### src/rtl/cfg_loader_pkg.sv
package cfg_loader_pkg;

    typedef enum logic [2:0] {
        ST_IDLE,
        ST_PULSE,
        ST_WAIT_INIT,
        ST_FETCH,
        ST_SHIFT,
        ST_FLUSH
    } ld_state_t;

    localparam int WORD_BYTES = 4;

endpackage

### src/rtl/cfg_phase_gen.sv
module cfg_phase_gen #(
    parameter int HALF_CYC = 2
) (
    input  logic clk,
    input  logic rst_n,
    input  logic run,
    output logic phase_hi,
    output logic bit_end
);
    localparam int CW = (HALF_CYC > 1) ? $clog2(HALF_CYC) : 1;

    logic [CW-1:0] cnt;
    logic          hi;
    logic          last;

    assign last     = (cnt == CW'(HALF_CYC - 1));
    assign phase_hi = hi;
    assign bit_end  = run && hi && last;

    always_ff @(posedge clk or negedge rst_n) begin
        if (!rst_n) begin
            cnt <= '0;
            hi  <= 1'b0;
        end else if (!run) begin
            cnt <= '0;
            hi  <= 1'b0;
        end else if (last) begin
            cnt <= '0;
            hi  <= ~hi;
        end else begin
            cnt <= cnt + CW'(1);
        end
    end
endmodule

### src/rtl/cfg_byte_feed.sv
module cfg_byte_feed #(
    parameter int BYTE_W = 8,
    parameter int CNT_W  = 16
) (
    input  logic              clk,
    input  logic              rst_n,
    input  logic              load,
    input  logic              en,
    input  logic              swap,
    input  logic [CNT_W-1:0]  total,
    input  logic [BYTE_W-1:0] s_data,
    input  logic              s_valid,
    output logic              s_ready,
    output logic              f_valid,
    output logic [BYTE_W-1:0] f_byte,
    input  logic              take
);
    import cfg_loader_pkg::*;

    localparam int IW = $clog2(WORD_BYTES);
    localparam int FW = IW + 1;

    logic [BYTE_W-1:0] wbuf [WORD_BYTES];
    logic [FW-1:0]     fill;
    logic [IW-1:0]     idx;
    logic              drain;
    logic              swap_q;
    logic [CNT_W-1:0]  acc_left;
    logic [FW-1:0]     group;
    logic              accept;

    assign group   = swap_q ? FW'(WORD_BYTES) : FW'(1);
    assign s_ready = en && !drain && (acc_left != '0);
    assign accept  = s_ready && s_valid;
    assign f_valid = drain;
    assign f_byte  = wbuf[idx];

    for (genvar g = 0; g < WORD_BYTES; g++) begin : g_slot
        always_ff @(posedge clk or negedge rst_n) begin
            if (!rst_n)
                wbuf[g] <= '0;
            else if (accept && (fill[IW-1:0] == IW'(g)))
                wbuf[g] <= s_data;
        end
    end

    always_ff @(posedge clk or negedge rst_n) begin
        if (!rst_n) begin
            fill     <= '0;
            idx      <= '0;
            drain    <= 1'b0;
            swap_q   <= 1'b0;
            acc_left <= '0;
        end else if (load) begin
            fill     <= '0;
            idx      <= '0;
            drain    <= 1'b0;
            swap_q   <= swap;
            acc_left <= total;
        end else begin
            if (accept) begin
                acc_left <= acc_left - CNT_W'(1);
                if (fill + FW'(1) == group) begin
                    drain <= 1'b1;
                    idx   <= IW'(group - FW'(1));
                    fill  <= '0;
                end else begin
                    fill <= fill + FW'(1);
                end
            end
            if (drain && take) begin
                if (idx == '0)
                    drain <= 1'b0;
                else
                    idx <= idx - IW'(1);
            end
        end
    end
endmodule

### src/rtl/cfg_loader.sv
module cfg_loader #(
    parameter int BYTE_W       = 8,
    parameter int CNT_W        = 16,
    parameter int PULSE_W      = 16,
    parameter int HALF_CYC     = 2,
    parameter int INIT_TIMEOUT = 100000,
    parameter int DONE_TIMEOUT = 100000
) (
    input  logic               clk,
    input  logic               rst_n,
    input  logic               start,
    input  logic               rev_mode,
    input  logic               img_aligned,
    input  logic [CNT_W-1:0]   byte_count,
    input  logic [PULSE_W-1:0] pulse_len,
    input  logic [BYTE_W-1:0]  s_data,
    input  logic               s_valid,
    output logic               s_ready,
    input  logic               tgt_wait_n,
    input  logic               tgt_up,
    output logic               tgt_rst_n,
    output logic               tgt_sclk,
    output logic               tgt_sdo,
    output logic               tgt_pwr,
    output logic               busy,
    output logic               load_ok,
    output logic               load_err
);
    import cfg_loader_pkg::*;

    localparam int TW_I   = $clog2(INIT_TIMEOUT + 1);
    localparam int TW_D   = $clog2(DONE_TIMEOUT + 1);
    localparam int TW_ID  = (TW_I > TW_D) ? TW_I : TW_D;
    localparam int TMO_W  = ((TW_ID > PULSE_W) ? TW_ID : PULSE_W) + 1;
    localparam int BIT_CW = $clog2(BYTE_W + 1);

    ld_state_t          st, nxt;
    logic [TMO_W-1:0]   tmo;
    logic [PULSE_W-1:0] pulse_q;
    logic [CNT_W-1:0]   bytes_left;
    logic [BYTE_W-1:0]  sreg;
    logic [BIT_CW-1:0]  bits_left;
    logic               bad_req;
    logic               accept_req;
    logic               fin_ok, fin_err;
    logic               take;
    logic               run, phase_hi, bit_end;
    logic               f_valid;
    logic [BYTE_W-1:0]  f_byte;

    assign bad_req    = rev_mode && (!img_aligned || (byte_count[1:0] != 2'b00));
    assign accept_req = (st == ST_IDLE) && start && !bad_req;
    assign run        = (st == ST_SHIFT) || (st == ST_FLUSH);

    cfg_phase_gen #(.HALF_CYC(HALF_CYC)) u_phase (
        .clk      (clk),
        .rst_n    (rst_n),
        .run      (run),
        .phase_hi (phase_hi),
        .bit_end  (bit_end)
    );

    cfg_byte_feed #(.BYTE_W(BYTE_W), .CNT_W(CNT_W)) u_feed (
        .clk     (clk),
        .rst_n   (rst_n),
        .load    (accept_req),
        .en      (busy),
        .swap    (rev_mode),
        .total   (byte_count),
        .s_data  (s_data),
        .s_valid (s_valid),
        .s_ready (s_ready),
        .f_valid (f_valid),
        .f_byte  (f_byte),
        .take    (take)
    );

    // next-state decode
    always_comb begin
        nxt     = st;
        fin_ok  = 1'b0;
        fin_err = 1'b0;
        take    = 1'b0;
        unique case (st)
            ST_IDLE: begin
                if (start) begin
                    if (bad_req) fin_err = 1'b1;
                    else         nxt = ST_PULSE;
                end
            end
            ST_PULSE: begin
                if ((tmo + TMO_W'(1)) >= TMO_W'(pulse_q))
                    nxt = ST_WAIT_INIT;
            end
            ST_WAIT_INIT: begin
                if (tgt_wait_n) begin
                    nxt = (bytes_left == '0) ? ST_FLUSH : ST_FETCH;
                end else if (tmo == TMO_W'(INIT_TIMEOUT - 1)) begin
                    nxt     = ST_IDLE;
                    fin_err = 1'b1;
                end
            end
            ST_FETCH: begin
                if (f_valid) begin
                    take = 1'b1;
                    nxt  = ST_SHIFT;
                end
            end
            ST_SHIFT: begin
                if (bit_end && (bits_left == BIT_CW'(1)))
                    nxt = (bytes_left == '0) ? ST_FLUSH : ST_FETCH;
            end
            ST_FLUSH: begin
                if (tgt_up) begin
                    nxt    = ST_IDLE;
                    fin_ok = 1'b1;
                end else if (bit_end && (tmo == TMO_W'(DONE_TIMEOUT - 1))) begin
                    nxt     = ST_IDLE;
                    fin_err = 1'b1;
                end
            end
            default: nxt = ST_IDLE;
        endcase
    end

    // state register
    always_ff @(posedge clk or negedge rst_n) begin
        if (!rst_n) st <= ST_IDLE;
        else        st <= nxt;
    end

    // datapath: counters and shifter
    always_ff @(posedge clk or negedge rst_n) begin
        if (!rst_n) begin
            tmo        <= '0;
            pulse_q    <= '0;
            bytes_left <= '0;
            sreg       <= '0;
            bits_left  <= '0;
        end else begin
            if (accept_req) begin
                pulse_q    <= pulse_len;
                bytes_left <= byte_count;
            end
            if (nxt != st)
                tmo <= '0;
            else if ((st == ST_PULSE) || (st == ST_WAIT_INIT) || ((st == ST_FLUSH) && bit_end))
                tmo <= tmo + TMO_W'(1);
            if (take) begin
                sreg       <= f_byte;
                bits_left  <= BIT_CW'(BYTE_W);
                bytes_left <= bytes_left - CNT_W'(1);
            end else if ((st == ST_SHIFT) && bit_end) begin
                sreg      <= {sreg[BYTE_W-2:0], 1'b0};
                bits_left <= bits_left - BIT_CW'(1);
            end
        end
    end

    // outputs: sticky flags and power enable
    always_ff @(posedge clk or negedge rst_n) begin
        if (!rst_n) begin
            load_ok  <= 1'b0;
            load_err <= 1'b0;
            tgt_pwr  <= 1'b0;
        end else begin
            if ((st == ST_IDLE) && start) begin
                load_ok  <= 1'b0;
                load_err <= fin_err;
                if (!bad_req) tgt_pwr <= 1'b1;
            end else begin
                if (fin_ok)  load_ok  <= 1'b1;
                if (fin_err) load_err <= 1'b1;
            end
        end
    end

    assign busy      = (st != ST_IDLE);
    assign tgt_rst_n = (st != ST_PULSE);
    assign tgt_sclk  = run && phase_hi;
    assign tgt_sdo   = (st == ST_SHIFT) ? sreg[BYTE_W-1] : 1'b0;

endmodule

### config.mk
export PLATFORM = sky130hd
export DESIGN_NAME = cfg_loader
export DESIGN_NICKNAME = d
export VERILOG_FILES = /design/src/rtl/cfg_loader_pkg.sv /design/src/rtl/cfg_phase_gen.sv /design/src/rtl/cfg_byte_feed.sv /design/src/rtl/cfg_loader.sv
export SDC_FILE = /design/constraint.sdc
export NUM_CORES = 1
export LEC_CHECK = 0
export BUFFER_PORTS_ARGS = -buffer_cell sky130_fd_sc_hd__buf_2
export CAP_MARGIN = 20
export CORE_ASPECT_RATIO = 1.1
export CORE_UTILIZATION = 55
export CTS_CLUSTER_SIZE = 25
export DETAILED_ROUTE_END_ITERATION = 12
export GPL_TIMING_DRIVEN = 1
export HOLD_SLACK_MARGIN = 0.05
export PLACE_DENSITY_LB_ADDON = 0.3
export REMOVE_ABC_BUFFERS = 1
export SETUP_SLACK_MARGIN = 0.3
export SLEW_MARGIN = 20
export SYNTH_ARGS = -nofsm -noshare
export SYNTH_HDL_FRONTEND = slang
export SYNTH_SLANG_ARGS = --single-unit
### constraint.sdc
create_clock -name clk -period 4.4 [get_ports clk]
set_input_delay 0.88 -clock clk [delete_from_list [all_inputs] [get_ports clk]]
set_output_delay 0.88 -clock clk [all_outputs]
set_load 0.02 [all_outputs]
==> results.json <==
{
  "run_status": "finished clean",
  "initial_core_util_pct": 56.3,
  "mostFrequentLayoutCells": "sky130_fd_sc_hd__dfrtp_1 (125), sky130_fd_sc_hd__nand2_1 (87), sky130_fd_sc_hd__nor2_1 (58), sky130_fd_sc_hd__buf_2 (54), sky130_fd_sc_hd__o21ai_0 (47)",
  "tritoncts_num_sinks": 125,
  "post_route_cells_drive_above_1_share_pct": 19.9,
  "dieArea_um2": 12700,
  "clk_root_buffer_cell": "sky130_fd_sc_hd__clkbuf_16",
  "route.detailed.drc": 0,
  "cts_tree": "yes",
  "holdCritStartpoint": "tgt_pwr",
  "hold_path_end": "tgt_pwr",
  "post_synth_num_cell_types": 61,
  "finish.net_count": 810,
  "clk_transition_reported_paths_ns": 0.06,
  "clock_skew_ns": 0.00885,
  "initial_antenna_violation_count": 0,
  "grt_first_pass_wirelength_um": 26000,
  "num_antenna_cells": 0,
  "flow.area_growth_from_synthesis_pct": 14.7,
  "syn-mean-instance-area_um2": 9.83,
  "worst_relative_slew_slack_pct": 35.5,
  "final_util_pct": 64.6,
  "place_hpwl_um": 10500,
  "dr.pass1.iters": 5,
  "die-width_um": 108,
  "critical_path_class": "reg2reg",
  "power.density_cell_area_nw_per_um2": 630,
  "gr-usage-all-layers_pct": 26.5,
  "grt_setup_unrepaired": "no",
  "coreArea_um2": 12000,
  "post_cts_buffers": 0,
  "r2r_slack_ns": 0.62,
  "final.setup.tns_ns": 0,
  "globalRoute.totalOverflow": 0,
  "vdd_ir_drop_max_uv": 368,
  "post-route-min-period_ns": 3.78,
  "worst-slew-pin-transition_ns": 0.967,
  "timing.final.setup_violations": 0,
  "worst-path-max-fanout": 9,
  "power.switching_fraction_pct": 34.4,
  "timing.rr.start": "tmo[6]",
  "worst_path_arrival_ns": 4.10,
  "maxClockFrequency_ghz": 0.265,
  "power.share.clock_pct": 29.1,
  "synth.ff_latch_count": 125,
  "final_common_cell": "sky130_fd_sc_hd__dfrtp_1",
  "final_cells": 904,
  "worstPathRequired_ns": 4.72,
  "dp.cells": 872,
  "grt_max_degree": 61,
  "post-route-period-util_pct": 85.8,
  "synth_async_sr_flop_share_pct": 100,
  "cts_max_level": 4,
  "routed_wirelength_um": 15300,
  "synth-edff-count": 0,
  "worstHoldPathCells": 1,
  "die_h_um": 118,
  "finalWeightedCongestion": 0.887,
  "reg2regPathDepth": 13,
  "post_synth_inst_count": 687,
  "yosys_warnings": 0,
  "boundaryPins": 56,
  "end_kind": "flop",
  "regToRegEndpoint": "tmo[3]",
  "via_count": 5340,
  "ant_nets": 0,
  "finalHoldViolCount": 0,
  "comb_power_share_pct": 29.7,
  "rows": 42,
  "tritoncts.num_buffers": 17,
  "p_leak_nw": 3.49,
  "seq_power_share_pct": 41.2,
  "max_cap_violations": 0,
  "p_int_mw": 3.20,
  "power.net_switching_mw": 1.68,
  "clk_latency_ns": 0.42,
  "final_number_of_max_transition_violations": 0,
  "routedWlPerCell_um": 17.0,
  "grt_pass1_vias": 5385,
  "io_buffers": 55,
  "cts.hold.buffers_added": 0,
  "post_synth_instance_area_um2": 6750,
  "cts.path.max_buffers": 2,
  "critPathLaunchType": "flop",
  "vias_per_cell": 5.91,
  "hold_class": "reg2reg",
  "initialDrtViolationCount": 326,
  "fin_worst_hold_slack_ns": 0.459,
  "share_of_the_yosys_chip_area_belonging_to_registers_pct": 46.3,
  "synth_flop_cell": "sky130_fd_sc_hd__dfrtp_1"
}
per-layer routing:
layer | wire [µm] | global-route usage [%] | vias to the layer above
met5 | 0 | 0 | -
met4 | 281 | 9.08 | 0
met3 | 722 | 6.23 | 30
met2 | 7780 | 43.8 | 145
met1 | 6560 | 34.1 | 2634
li1 | - | - | 2531
area by class of cell:
| cell class | instances | area (µm²) |
|---|---|---|
| repair buffers | 60 | 315 |
| flip-flops and latches | 125 | 3130 |
| clock buffers | 18 | 429 |
| well taps | 154 | 193 |
| fillers | 987 | 4240 |
| multi-input cells | 507 | 3410 |
| inverters | 26 | 97.6 |
| clock inverters | 14 | 169 |
through the flow:
step | total power, mW | setup WS [ns] | cell area, µm²
after floorplan | 3.00 | 1.19 | 6620
after detailed placement | 3.44 | 0.541 | 7130
final | 4.88 | 0.623 | 7740
after global routing | 5.19 | 0.335 | 7740
after CTS | 4.90 | 0.464 | 7730
after global placement | 3.34 | 0.865 | 7130
repair_timing:
item / in CTS / in global routing
resized for setup: 0 / 3
endpoints found under the hold margin: 0 / 0
endpoints found under the setup margin: 0 / 11
critical path, cell delays in order, from the launching register on:
cell and delay, ns:
sky130_fd_sc_hd__dfrtp_1 0.50, sky130_fd_sc_hd__nand3_1 0.18, sky130_fd_sc_hd__nor3_4 0.27, sky130_fd_sc_hd__and2_1 0.21
sky130_fd_sc_hd__nand3_1 0.16, sky130_fd_sc_hd__nor2_1 0.17, sky130_fd_sc_hd__xor2_1 0.17, sky130_fd_sc_hd__ha_1 0.28
sky130_fd_sc_hd__and2_0 0.21, sky130_fd_sc_hd__a221o_1 0.33, sky130_fd_sc_hd__a31oi_1 0.30, sky130_fd_sc_hd__a21oi_1 0.15
sky130_fd_sc_hd__o311a_1 0.49, sky130_fd_sc_hd__a211oi_1 0.25
flip-flops by register name (all words and copies together), names as in the netlist, 2 cells and up:
| signal | flops |
|---|---|
| pulse_q | 16 |
| u_feed.fill | 3 |
| bits_left | 4 |
| u_feed.wbuf | 32 |
| bytes_left | 16 |
| st | 3 |
| tmo | 18 |
| u_feed.idx | 2 |
| u_feed.acc_left | 16 |
| sreg | 8 |
logic make-up after synthesis:
logic type,count (synthesis),share of synthesized area [%]
buffers and inverters,55,3.35
AO/OA/AOI/OAI,116,10.9
flip-flops,125,46.3
adder cells (fa/ha/maj),25,4.63
AND/OR/NAND/NOR,277,20.4
multiplexers,41,8.16
XOR/XNOR,48,6.23
power by group through the flow:
stage               Sequential, mW  Combinational, mW  Clock [mW]
global route                  2.07               1.63        1.49
finish                        2.01               1.45        1.42
global placement              1.97               1.37           0
CTS                           2.00               1.46        1.44
detailed placement            2.01               1.43           0
floorplan                     1.90               1.10           0
synthesized netlist by cell type (all sizes together), types with 2 or more instances:
library cell | number | area [µm²]
clkbuf | 20 | 75.1
a31oi | 5 | 31.3
mux2 | 32 | 360
a311oi | 2 | 17.5
nor3 | 28 | 150
o31ai | 4 | 43.8
and2 | 9 | 56.3
nand2 | 91 | 352
a22oi | 5 | 37.5
nor2b | 3 | 18.8
nand4 | 8 | 50.1
a211oi | 4 | 30.0
buf | 9 | 53.8
xnor2 | 21 | 184
and3 | 5 | 31.3
o21a | 3 | 22.5
a21boi | 2 | 15.0
or4 | 6 | 52.6
or3 | 3 | 18.8
ha | 25 | 313
dfrtp | 125 | 3130
or2 | 3 | 18.8
xor2 | 27 | 236
nor2 | 58 | 218
mux4 | 8 | 180
nand3b | 6 | 45.0
o311ai | 5 | 43.8
nand3 | 27 | 135
nor3b | 4 | 30.0
a21o | 2 | 15.0
nand2b | 11 | 68.8
inv | 26 | 97.6
o21ai | 49 | 245
a211o | 2 | 17.5
o211ai | 8 | 60.1
nor4 | 8 | 50.1
a21oi | 17 | 85.1
worst max-delay path by stage:
stage,endpoint,from,slack (ns),depth (start not counted)
detailed placement,tmo[3],tmo[2],0.54,13
CTS,tmo[3],tmo[2],0.46,13
global route,tmo[0],tmo[3],0.34,13
floorplan,tmo[3],tmo[2],1.19,13
global placement,tmo[3],tmo[2],0.86,13
finish,tmo[3],tmo[6],0.62,13
(Power assumes the default switching activity.)
